File: src/rtl/xcvrPkg.sv
package xcvrPkg;

  // strobes handed from a direction's control to its datapath
  typedef struct packed {
    logic pass;   // route the input straight to the output
    logic load;   // write the input into the store at this edge
  } xcvrStrobe_t;

endpackage

File: src/rtl/xcvrCtrl.sv
module xcvrCtrl
  import xcvrPkg::*;
(
  input  logic        clk,
  input  logic        rstN,
  input  logic        le,
  input  logic        ceN,
  input  logic        dirClk,
  output xcvrStrobe_t stb
);

  logic prevClk;
  logic clkRise;

  always_ff @(posedge clk or negedge rstN) begin
    if (!rstN) prevClk <= 1'b0;
    else       prevClk <= dirClk;
  end

  assign clkRise  = dirClk & ~prevClk;
  assign stb.pass = le;
  // while the latch is open the store tracks the input; once closed, only a
  // direction clock rise writes it; an inhibited capture enable blocks both
  assign stb.load = ~ceN & (le | clkRise);

  // with the latch closed and capture enabled, a sampled clock rise must load
  AST_EDGE_LOADS: assert property (@(posedge clk) disable iff (!rstN)
    (!ceN && !le && dirClk && !$past(dirClk)) |-> stb.load) else $error("edge load");

endmodule

File: src/rtl/xcvrPath.sv
module xcvrPath
  import xcvrPkg::*;
#(
  parameter int WIDTH = 18
) (
  input  logic             clk,
  input  logic             rstN,
  input  xcvrStrobe_t      stb,
  input  logic [WIDTH-1:0] din,
  output logic [WIDTH-1:0] dout
);

  logic [WIDTH-1:0] store;

  always_ff @(posedge clk or negedge rstN) begin
    if (!rstN)         store <= '0;
    else if (stb.load) store <= din;
  end

  assign dout = stb.pass ? din : store;

  AST_STORE_KEEP: assert property (@(posedge clk) disable iff (!rstN)
    !stb.load |=> store == $past(store)) else $error("store moved");
  AST_STORE_TAKE: assert property (@(posedge clk) disable iff (!rstN)
    stb.load |=> store == $past(din)) else $error("store missed");

endmodule

File: src/rtl/busXcvrSlice.sv
module busXcvrSlice
  import xcvrPkg::*;
#(
  parameter int SLICE_W = 18
) (
  input  logic               clk,
  input  logic               rstN,
  input  logic               abOeN,
  input  logic               abLe,
  input  logic               abCeN,
  input  logic               abClk,
  input  logic               baOeN,
  input  logic               baLe,
  input  logic               baCeN,
  input  logic               baClk,
  input  logic [SLICE_W-1:0] aIn,
  output logic [SLICE_W-1:0] aOut,
  output logic [SLICE_W-1:0] aOe,
  input  logic [SLICE_W-1:0] bIn,
  output logic [SLICE_W-1:0] bPullLow
);

  localparam int NDIR = 2;   // index 0: A to B, index 1: B to A

  logic [NDIR-1:0][SLICE_W-1:0] srcData;
  logic [NDIR-1:0][SLICE_W-1:0] dirOut;
  logic [NDIR-1:0]              dirLe;
  logic [NDIR-1:0]              dirCeN;
  logic [NDIR-1:0]              dirClk;

  assign srcData = {bIn, aIn};
  assign dirLe   = {baLe, abLe};
  assign dirCeN  = {baCeN, abCeN};
  assign dirClk  = {baClk, abClk};

  for (genvar d = 0; d < NDIR; d++) begin : gDir
    xcvrStrobe_t stb;

    xcvrCtrl i_ctrl (
      .clk    (clk),
      .rstN   (rstN),
      .le     (dirLe[d]),
      .ceN    (dirCeN[d]),
      .dirClk (dirClk[d]),
      .stb    (stb)
    );

    xcvrPath #(.WIDTH(SLICE_W)) i_path (
      .clk  (clk),
      .rstN (rstN),
      .stb  (stb),
      .din  (srcData[d]),
      .dout (dirOut[d])
    );
  end

  // open-drain B: pull low only for an enabled zero bit
  assign bPullLow = {SLICE_W{~abOeN}} & ~dirOut[0];
  assign aOut     = dirOut[1];
  assign aOe      = {SLICE_W{~baOeN}};

  AST_B_RELEASE: assert property (@(posedge clk) disable iff (!rstN)
    abOeN |-> bPullLow == '0) else $error("B not released");
  AST_A_HIZ: assert property (@(posedge clk) disable iff (!rstN)
    baOeN |-> aOe == '0) else $error("A driving");
  AST_PASS_THROUGH: assert property (@(posedge clk) disable iff (!rstN)
    (!abOeN && abLe) |-> bPullLow == ~aIn) else $error("not transparent");
  AST_INHIBIT_HOLD: assert property (@(posedge clk) disable iff (!rstN)
    (!abOeN && !abLe && $past(!abOeN) && $past(!abLe) && $past(abCeN))
      |-> bPullLow == $past(bPullLow)) else $error("inhibit broke");
  AST_BA_PASS: assert property (@(posedge clk) disable iff (!rstN)
    baLe |-> aOut == bIn) else $error("B to A not transparent");

endmodule

File: config.mk
export PLATFORM = sky130hd
export DESIGN_NAME = busXcvrSlice
export DESIGN_NICKNAME = d
export VERILOG_FILES = /design/src/rtl/xcvrPkg.sv /design/src/rtl/xcvrCtrl.sv /design/src/rtl/xcvrPath.sv /design/src/rtl/busXcvrSlice.sv
export SDC_FILE = /design/constraint.sdc
export NUM_CORES = 1
export LEC_CHECK = 0
export ABC_AREA = 1
export ABC_CLOCK_PERIOD_IN_PS = 1500
export CORE_AREA = 2 2 62 70
export DETAILED_ROUTE_END_ITERATION = 7
export DIE_AREA = 0 0 64 72
export DONT_BUFFER_PORTS = 1
export PLACE_DENSITY_LB_ADDON = 0.08
export SETUP_SLACK_MARGIN = 0.5
export SYNTH_ARGS = -nofsm -noshare
export SYNTH_HDL_FRONTEND = slang
export SYNTH_SLANG_ARGS = --single-unit
File: constraint.sdc
create_clock -name clk -period 1.5 [get_ports clk]
set_input_delay 0.3 -clock clk [delete_from_list [all_inputs] [get_ports clk]]
set_output_delay 0.3 -clock clk [all_outputs]
set_load 0.1 [all_outputs]
==> reports/metrics.yaml, run 1 <==
status:
  status: "did not finish"
  haltStage: "clock tree synthesis (4_1_cts)"
  error_line: "[ERROR DPL-0038] Utilization greater than 100%, impossible to legalize"
clock_tree:
  htreeDepth: 2
  postCtsSetupRepairBufs: 27
  clock-sinks: 38
  cts_root_buf: "clkbuf_8"
  clock_path_buffers: 2
  cts_resized: 88
  cts_made_buffers: 5
logic_synthesis:
  synthTopCellsByArea: "dfrtp_1 42%, nand2_1 23%, nand3_1 7.9%, buf_4 6.6%, a211oi_1 6.0%"
  synth_warnings: 0
  synth_sequential_area_ratio_pct: 41.9
  syn-num-nets: 344
  synth-edff-count: 0
  yosysMostFrequentCell: "nand2_1"
  avgSynthCellArea_um2: 7.61
  synth_cells: 298
  yosysTopAreaCell: "dfrtp_1"
  ys.flop_type: "dfrtp_1"
  ys_types: 14
  synth.ff_latch_count: 38
  netlist_area_mm2: 0.00227
  async_flop_share_pct: 100
  synth_common_cells: "136 x nand2_1, 38 x dfrtp_1, 36 x nand3_1"
  synth_top_area_share_pct: 41.9
floorplan:
  rows: 24
  die_y_um: 72
  start_util_pct: 58.5
  ioPinCount: 100
  die_w_um: 64
placed_design:
  port_buffers: 0
  place_hpwl_um: 4550
  place_congestion: 0.730
==> through the flow <==
stage | util, % | area, um2 | instances | setup TNS [ns] | setup slack (ns)
after floorplan | - | 3250 | 298 | -9.08 | -0.321
after global placement | 88.1 | 3410 | 345 | -2.48 | -0.365
after detailed placement | 88.1 | 3410 | 345 | -2.58 | -0.373
==> logic make-up after synthesis <==
family	count (synthesis)	synth area share [%]
and+or+nand+nor	186	36.8
buffers and inverters	56	15.3
DFF	38	41.9
AOI/OAI and AO/OA	18	5.96
==> run 2: changes to the inputs <==
CORE_AREA = 2 2 79 81   (was 2 2 62 70)
DIE_AREA = 0 0 81 83   (was 0 0 64 72)
PLACE_DENSITY_LB_ADDON = 0.15   (was 0.08)
SETUP_SLACK_MARGIN = unset   (was 0.5)
==> run 2 against run 1 <==
  * The run now ends clean
  * Area after synthesis is the same
  * Synthesized cell count stayed put
==> reports/metrics.yaml, run 2 <==
global_route:
  grt_pass1_wl_um: 9710
  grt-ovfl-total: 0
  track_usage_pct: 18.2
  grt_max_degree: 39
  antenna_found_initial: 0
  grt_pass1_vias: 1990
routing:
  vias: 1940
  drt-total-wl_um: 5600
  drc: 0
  first_iter_violations: 93
  ant_nets: 0
  wire_per_inst_um: 14.1
  viasPerCell: 4.89
  drt_first_pass_iters: 4
clock_tree:
  cts_tree: "yes"
  htreeDepth: 2  # unchanged
  clock_path_buffers: 2  # unchanged
  cts_root_buf: "clkbuf_8"
  postCtsSetupRepairBufs: 0  # -100%
  cts_made_buffers: 5  # unchanged
  insertion_delay_ns: 0.29
  clock-sinks: 38  # unchanged
  path_clk_slew_ns: 0.08
finish:
  reg.largest.list: "gDir.i_path.store x36, gDir.i_ctrl.prevClk x2"
  layout.nets: 367
  final_cell_mix: "125 x nand2_1, 42 x buf_12, 38 x dfrtp_1"
  final_cells: 397
  n_antenna_cell: 0
  fill_cells: 496
  largest_reg_flops: 36
  regMostFlops: "gDir.i_path.store"
  fin_area_mm2: 0.00345
  area_growth_pct: 52.0
  postLayoutCoreUtil_pct: 59.3
  drive_gt1_share_pct: 31.7
  final_common_cell: "nand2_1"
timing:
  finClkSkew_ns: 0.00704
  fin_crit_sh_pct: 98.8
  setup_viol: 0
  slew_headroom_pct: 63.9
  slew_violations: 0
  fin_crit_ns: 1.48
  hold_ws_ns: 0.0395
  timing.setup.tns_ns: 0
  hold_violations: 0
  fmax_mhz: 675
  tightest_slew_ns: 0.546
  rsz0062_at_grt: "true"
logic_synthesis:
  ys_types: 14  # unchanged
  synth_common_cells: "136 x nand2_1, 38 x dfrtp_1, 36 x nand3_1"
  yosysMostFrequentCell: "nand2_1"
  netlist_area_mm2: 0.00227  # unchanged
  avgSynthCellArea_um2: 7.61  # unchanged
  synth_sequential_area_ratio_pct: 41.9  # unchanged
  synth_top_area_share_pct: 41.9  # unchanged
  synth.ff_latch_count: 38  # unchanged
  synth_cells: 298  # unchanged
  synth-edff-count: 0  # unchanged
  yosysTopAreaCell: "dfrtp_1"
  ys.flop_type: "dfrtp_1"
  syn-num-nets: 344  # unchanged
  synth_warnings: 0  # unchanged
  async_flop_share_pct: 100  # unchanged
  synthTopCellsByArea: "dfrtp_1 42%, nand2_1 23%, nand3_1 7.9%, buf_4 6.6%, a211oi_1 6.0%"
worst_setup_path:
  cp.arrival_ns: 1.18
  rr_worst_depth: 6
  timing.rr.end: "gDir[1].i_path.store[3]$_DFFE_PN0P_"
  cpPeakStageDelay_ns: 0.42
  start_kind: "register"
  path_cells: "a211oi_4 > buf_12"
  path_class: "reg2out"
  cp-end-kind: "output port"
  r2r_slack_ns: 0.41
  timing.rr.start: "gDir[1].i_ctrl.prevClk$_DFF_PN0_"
  slowest_stage: "dfrtp_1"
  crit_required_ns: 1.20
  path_max_fanout: 2
worst_hold_path:
  hp-class: "in2reg"
  hold_depth: 0
  hold_start: "baClk"
  holdPathEnd: "gDir[1].i_ctrl.prevClk$_DFF_PN0_"
floorplan:
  die_area_mm2: 0.00672
  start_util_pct: 39.0  # -20 points
  ioPinCount: 100  # unchanged
  rows: 28  # +17%
  die_w_um: 81  # +27%
  die_y_um: 83  # +15%
  core_area_mm2: 0.00582
placed_design:
  dp_cells: 387  # +12%
  place_congestion: 0.725  # -0.63%
  port_buffers: 0  # unchanged
  place_hpwl_um: 3930  # -14%
  dpl_cell_area_mm2: 0.00327  # -4.1%
pwr:
  leakage_nw: 1.72
  pwr_density_cell_mw_per_mm2: 1200
  ir_drop_uv: 588
job:
  maxCapViolCount: 0
status:
  status: "completed"
run 2: cell counts after synthesis:
No cell type changed its count.
run 2: logic make-up (layout without fill, tap and decap cells):
| logic type | count (synthesis) | in the layout | synth area share [%] |
|---|---|---|---|
| AO/OA/AOI/OAI | 18 | 18 | 5.96 |
| buffers and inverters | 56 | 80 | 15.3 |
| flip-flops | 38 | 38 | 41.9 |
| AND/OR/NAND/NOR | 186 | 186 | 36.8 |
run 2: area by class of cell:
| class | count | area (um2) | share of cell area [%] |
|---|---|---|---|
| clock inverter | 2 | 60.1 | 1.74 |
| timing repair buffer | 47 | 921 | 26.7 |
| sequential | 38 | 951 | 27.6 |
| multi-input combinational | 204 | 1220 | 35.4 |
| inverter | 25 | 118 | 3.41 |
| clock buffer | 6 | 82.6 | 2.40 |
| tap | 75 | 93.8 | 2.72 |
run 2: timing repair:
item                       4_1_cts  5_1_grt
cloned                           0        0
setup endpoints to repair       14       15
resized for setup                0        0
pin swaps                       14        4
hold endpoints to repair        38        0
hold buffers                     2        0
run 2: per-layer routing:
metal | global-route usage (%) | vias to the layer above | routed length (um)
li1 | - | 948 | -
met1 | 24.1 | 910 | 2290
met2 | 28.2 | 73 | 2710
met3 | 5.54 | 9 | 515
met4 | 6.01 | 0 | 93
met5 | 0 | - | 0
run 2: worst max path at each step:
| stage | to | cells after the start | slack (ns) | startpoint |
|---|---|---|---|---|
| 3_3_place_gp | aOe[1] | 2 | 0.27 | baOeN |
| 5_1_grt | bPullLow[6] | 2 | -0.02 | gDir[0].i_path.store[6]$_DFFE_PN0P_ |
| 2_1_floorplan | bPullLow[10] | 5 | -0.32 | abLe |
| 6_report | bPullLow[16] | 2 | 0.02 | gDir[0].i_path.store[16]$_DFFE_PN0P_ |
| 4_1_cts | bPullLow[3] | 2 | 0.003 | gDir[0].i_path.store[3]$_DFFE_PN0P_ |
| 3_5_place_dp | aOe[7] | 2 | 0.26 | baOeN |
run 2: worst max-delay path, delay by kind of cell (launching register included):
kind	cells	cell delay (ns)
flops	1	0.42
buf+inv	1	0.21
compound gates	1	0.26
run 2: power breakdown:
| group | switching (mW) | total (mW) | internal [mW] | leakage, nW |
|---|---|---|---|---|
| sequential | 0.105 | 1.26 | 1.15 | 0.467 |
| clock | 0.366 | 1.08 | 0.710 | 0.0714 |
| combinational | 1.24 | 1.82 | 0.581 | 1.18 |
| total | 1.71 | 4.15 | 2.44 | 1.72 |
run 2: metrics by stage:
step                setup slack (ns)  total power [mW]
floorplan                     -0.321              2.66
global placement               0.266              3.06
detailed placement             0.262              3.08
CTS                          0.00267              4.19
global route                 -0.0187              4.32
finish                        0.0182              4.15
No activity file was read; power rests on OpenSTA's default activity.
==> run 3: changes to the inputs <==
CORE_AREA = 2 2 63 65   (was 2 2 79 81)
DIE_AREA = 0 0 65 67   (was 0 0 81 83)
==> run 3 against run 2 <==
  * Fmax fell by 19%
  * Clock skew decreased by 0.00080 ns
  * The flow now finishes with violations (negative setup slack)
  * Highest routed layer unchanged
  * Die area shrank 35%
  * Critical path depth increased by 1
  * Worst hold slack worse by 0.018 ns
  * Largest cell class unchanged
  * Sequential share of layout area grew 0.68 points
==> reports/metrics.yaml, run 3 (synthesis gave the netlist of run 2 again) <==
timing:
  setup_viol: 16  # +16
  hold_violations: 0  # unchanged
  slew_headroom_pct: 71.3  # +7.4 points
  fin_crit_sh_pct: 122  # +23 points
  finClkSkew_ns: 0.00623  # -0.000804 ns
  tightest_slew_ns: 0.429  # -0.116 ns
  fin_crit_ns: 1.83  # +0.351 ns
  finalWorstSetupSlack_ns: -0.333  # -0.351 ns
  hold_ws_ns: 0.0215  # -0.0180 ns
  slew_violations: 0  # unchanged
  fmax_mhz: 546  # -19%
  rsz0062_at_grt: "true"
finish:
  reg.largest.list: "gDir.i_path.store x36, gDir.i_ctrl.prevClk x2"
  fin_area_mm2: 0.00337  # -2.3%
  regMostFlops: "gDir.i_path.store"
  area_growth_pct: 48.6
  seqCellArea_um2: 952  # +0.13%
  multiInputGateArea_mm2: 0.00122  # unchanged
  drive_gt1_share_pct: 32.5  # +0.84 points
  layout.nets: 371  # +1.1%
  postLayoutCoreUtil_pct: 93.4  # +34 points
  final_cell_mix: "125 x nand2_1, 40 x buf_12, 37 x dfrtp_1"
  n_antenna_cell: 0  # unchanged
  final_common_cell: "nand2_1"
  fill_cells: 107  # -78%
  largest_reg_flops: 36  # unchanged
placed_design:
  place_hpwl_um: 4530  # +15%
  port_buffers: 0  # unchanged
  dpl_cell_area_mm2: 0.00319  # -2.5%
  place_congestion: 0.729  # +0.58%
floorplan:
  rows: 22  # -21%
  ioPinCount: 100  # unchanged
  core_area_mm2: 0.00361  # -38%
  start_util_pct: 62.9  # +24 points
  die_w_um: 65  # -20%
  die_area_mm2: 0.00436  # -35%
  die_y_um: 67  # -19%
routing:
  ant_nets: 0  # unchanged
  drt-total-wl_um: 8450  # +51%
  wire_per_inst_um: 22.6  # +60%
  drc: 0  # unchanged
  viasPerCell: 6.20  # +27%
  first_iter_violations: 241  # +160%
  vias: 2319  # +20%
  drt_first_pass_iters: 7  # +3
clock_tree:
  cts_tree: "yes"
  cts_root_buf: "clkbuf_8"
  path_clk_slew_ns: 0.08  # about the same
  clock_path_buffers: 2  # unchanged
  clock-sinks: 38  # unchanged
  cts_made_buffers: 5  # unchanged
  insertion_delay_ns: 0.30  # about the same
  htreeDepth: 2  # unchanged
worst_setup_path:
  crit_required_ns: 1.20  # about the same
  path_class: "in2out"
  start_kind: "input port"
  path_max_fanout: 13  # +11
  cp.arrival_ns: 1.53  # +0.35 ns
  r2r_slack_ns: 0.20  # -0.21 ns
  rr_worst_depth: 6  # unchanged
  cp-end-kind: "output port"
status:
  status: "finished with violations"
  violations: "negative setup slack"
pwr:
  power_mw: 3.95  # -4.8%
  ir_drop_uv: 923  # +57%
  pwr_density_cell_mw_per_mm2: 1170  # -2.6%
  leakage_nw: 1.70  # -0.79%
worst_hold_path:
  hp-class: "in2reg"
  hold_depth: 0  # unchanged
global_route:
  antenna_found_initial: 0  # unchanged
  grt_pass1_vias: 2387  # +20%
  track_usage_pct: 41.4  # +23 points
  grt_max_degree: 39  # unchanged
  grt_pass1_wl_um: 12800  # +32%
  grt-ovfl-total: 0  # unchanged
job:
  maxCapViolCount: 0  # unchanged
[run 3: changes by cell type in the layout (fill, tap and decap cells not counted)]
cell / delta
buf_4: +6
buf_12: -2
bufinv_16: -2
clkbuf_1: +1
clkinv_2: +1
dfrtp_1: -1
dfrtp_2: +1
[run 3: what timing repair did]
| item | in CTS | in global routing |
|---|---|---|
| hold buffers | 2 | 0 |
| setup buffers | 5 | 1 |
| gates cloned | 0 | 0 |
| pin swaps | 16 | 3 |
| endpoints found under the setup margin | 32 | 24 |
| resized for setup | 1 | 1 |
| hold endpoints to repair | 38 | 0 |
[run 3: final cells by class]
class                      count  share of cell area (%)
sequential                    38                    28.3
clock inverter                 1                   0.149
multi-input combinational    204                    36.3
timing repair buffer          51                    27.5
clock buffer                   7                    2.56
inverter                      25                    3.49
tap                           48                    1.78
[run 3: metrics by stage]
stage / setup TNS, ns / instances / setup slack, ns
finish: -2.34 / 374 / -0.333
global route: -2.51 / 374 / -0.343
CTS: -1.99 / 373 / -0.320
detailed placement: -2.39 / 358 / -0.391
global placement: -2.34 / 358 / -0.384
floorplan: -9.08 / 298 / -0.321
[run 3: metal layers]
layer	wire (um)	vias up	track usage, %
met5	0	-	0
met4	524	0	23.7
met3	877	52	12.5
met2	4310	188	70.6
met1	2740	1121	45.9
li1	-	958	-
[run 3: worst paths after layout]
kind                                                     start                                   end
hold / removal                                           abClk      gDir[0].i_ctrl.prevClk$_DFF_PN0_
min in group asynchronous                                 rstN  gDir[1].i_path.store[15]$_DFFE_PN0P_
setup reg to reg              gDir[0].i_ctrl.prevClk$_DFF_PN0_  gDir[0].i_path.store[17]$_DFFE_PN0P_
setup / recovery                                         baOeN                               aOe[16]
max in group asynchronous                                 rstN  gDir[0].i_path.store[11]$_DFFE_PN0P_
hold reg to reg            gDir[1].i_path.store[2]$_DFFE_PN0P_   gDir[1].i_path.store[2]$_DFFE_PN0P_
[run 3: report_power, final]
part	internal (mW)	switching, mW
clock	0.371	0.382
sequential	1.15	0.130
combinational	0.591	1.32
total	2.12	1.83
[run 3: critical path: stages]
cell and delay (ns):
clkinvlp_4 0.08, buf_16 0.73, buf_16 0.39
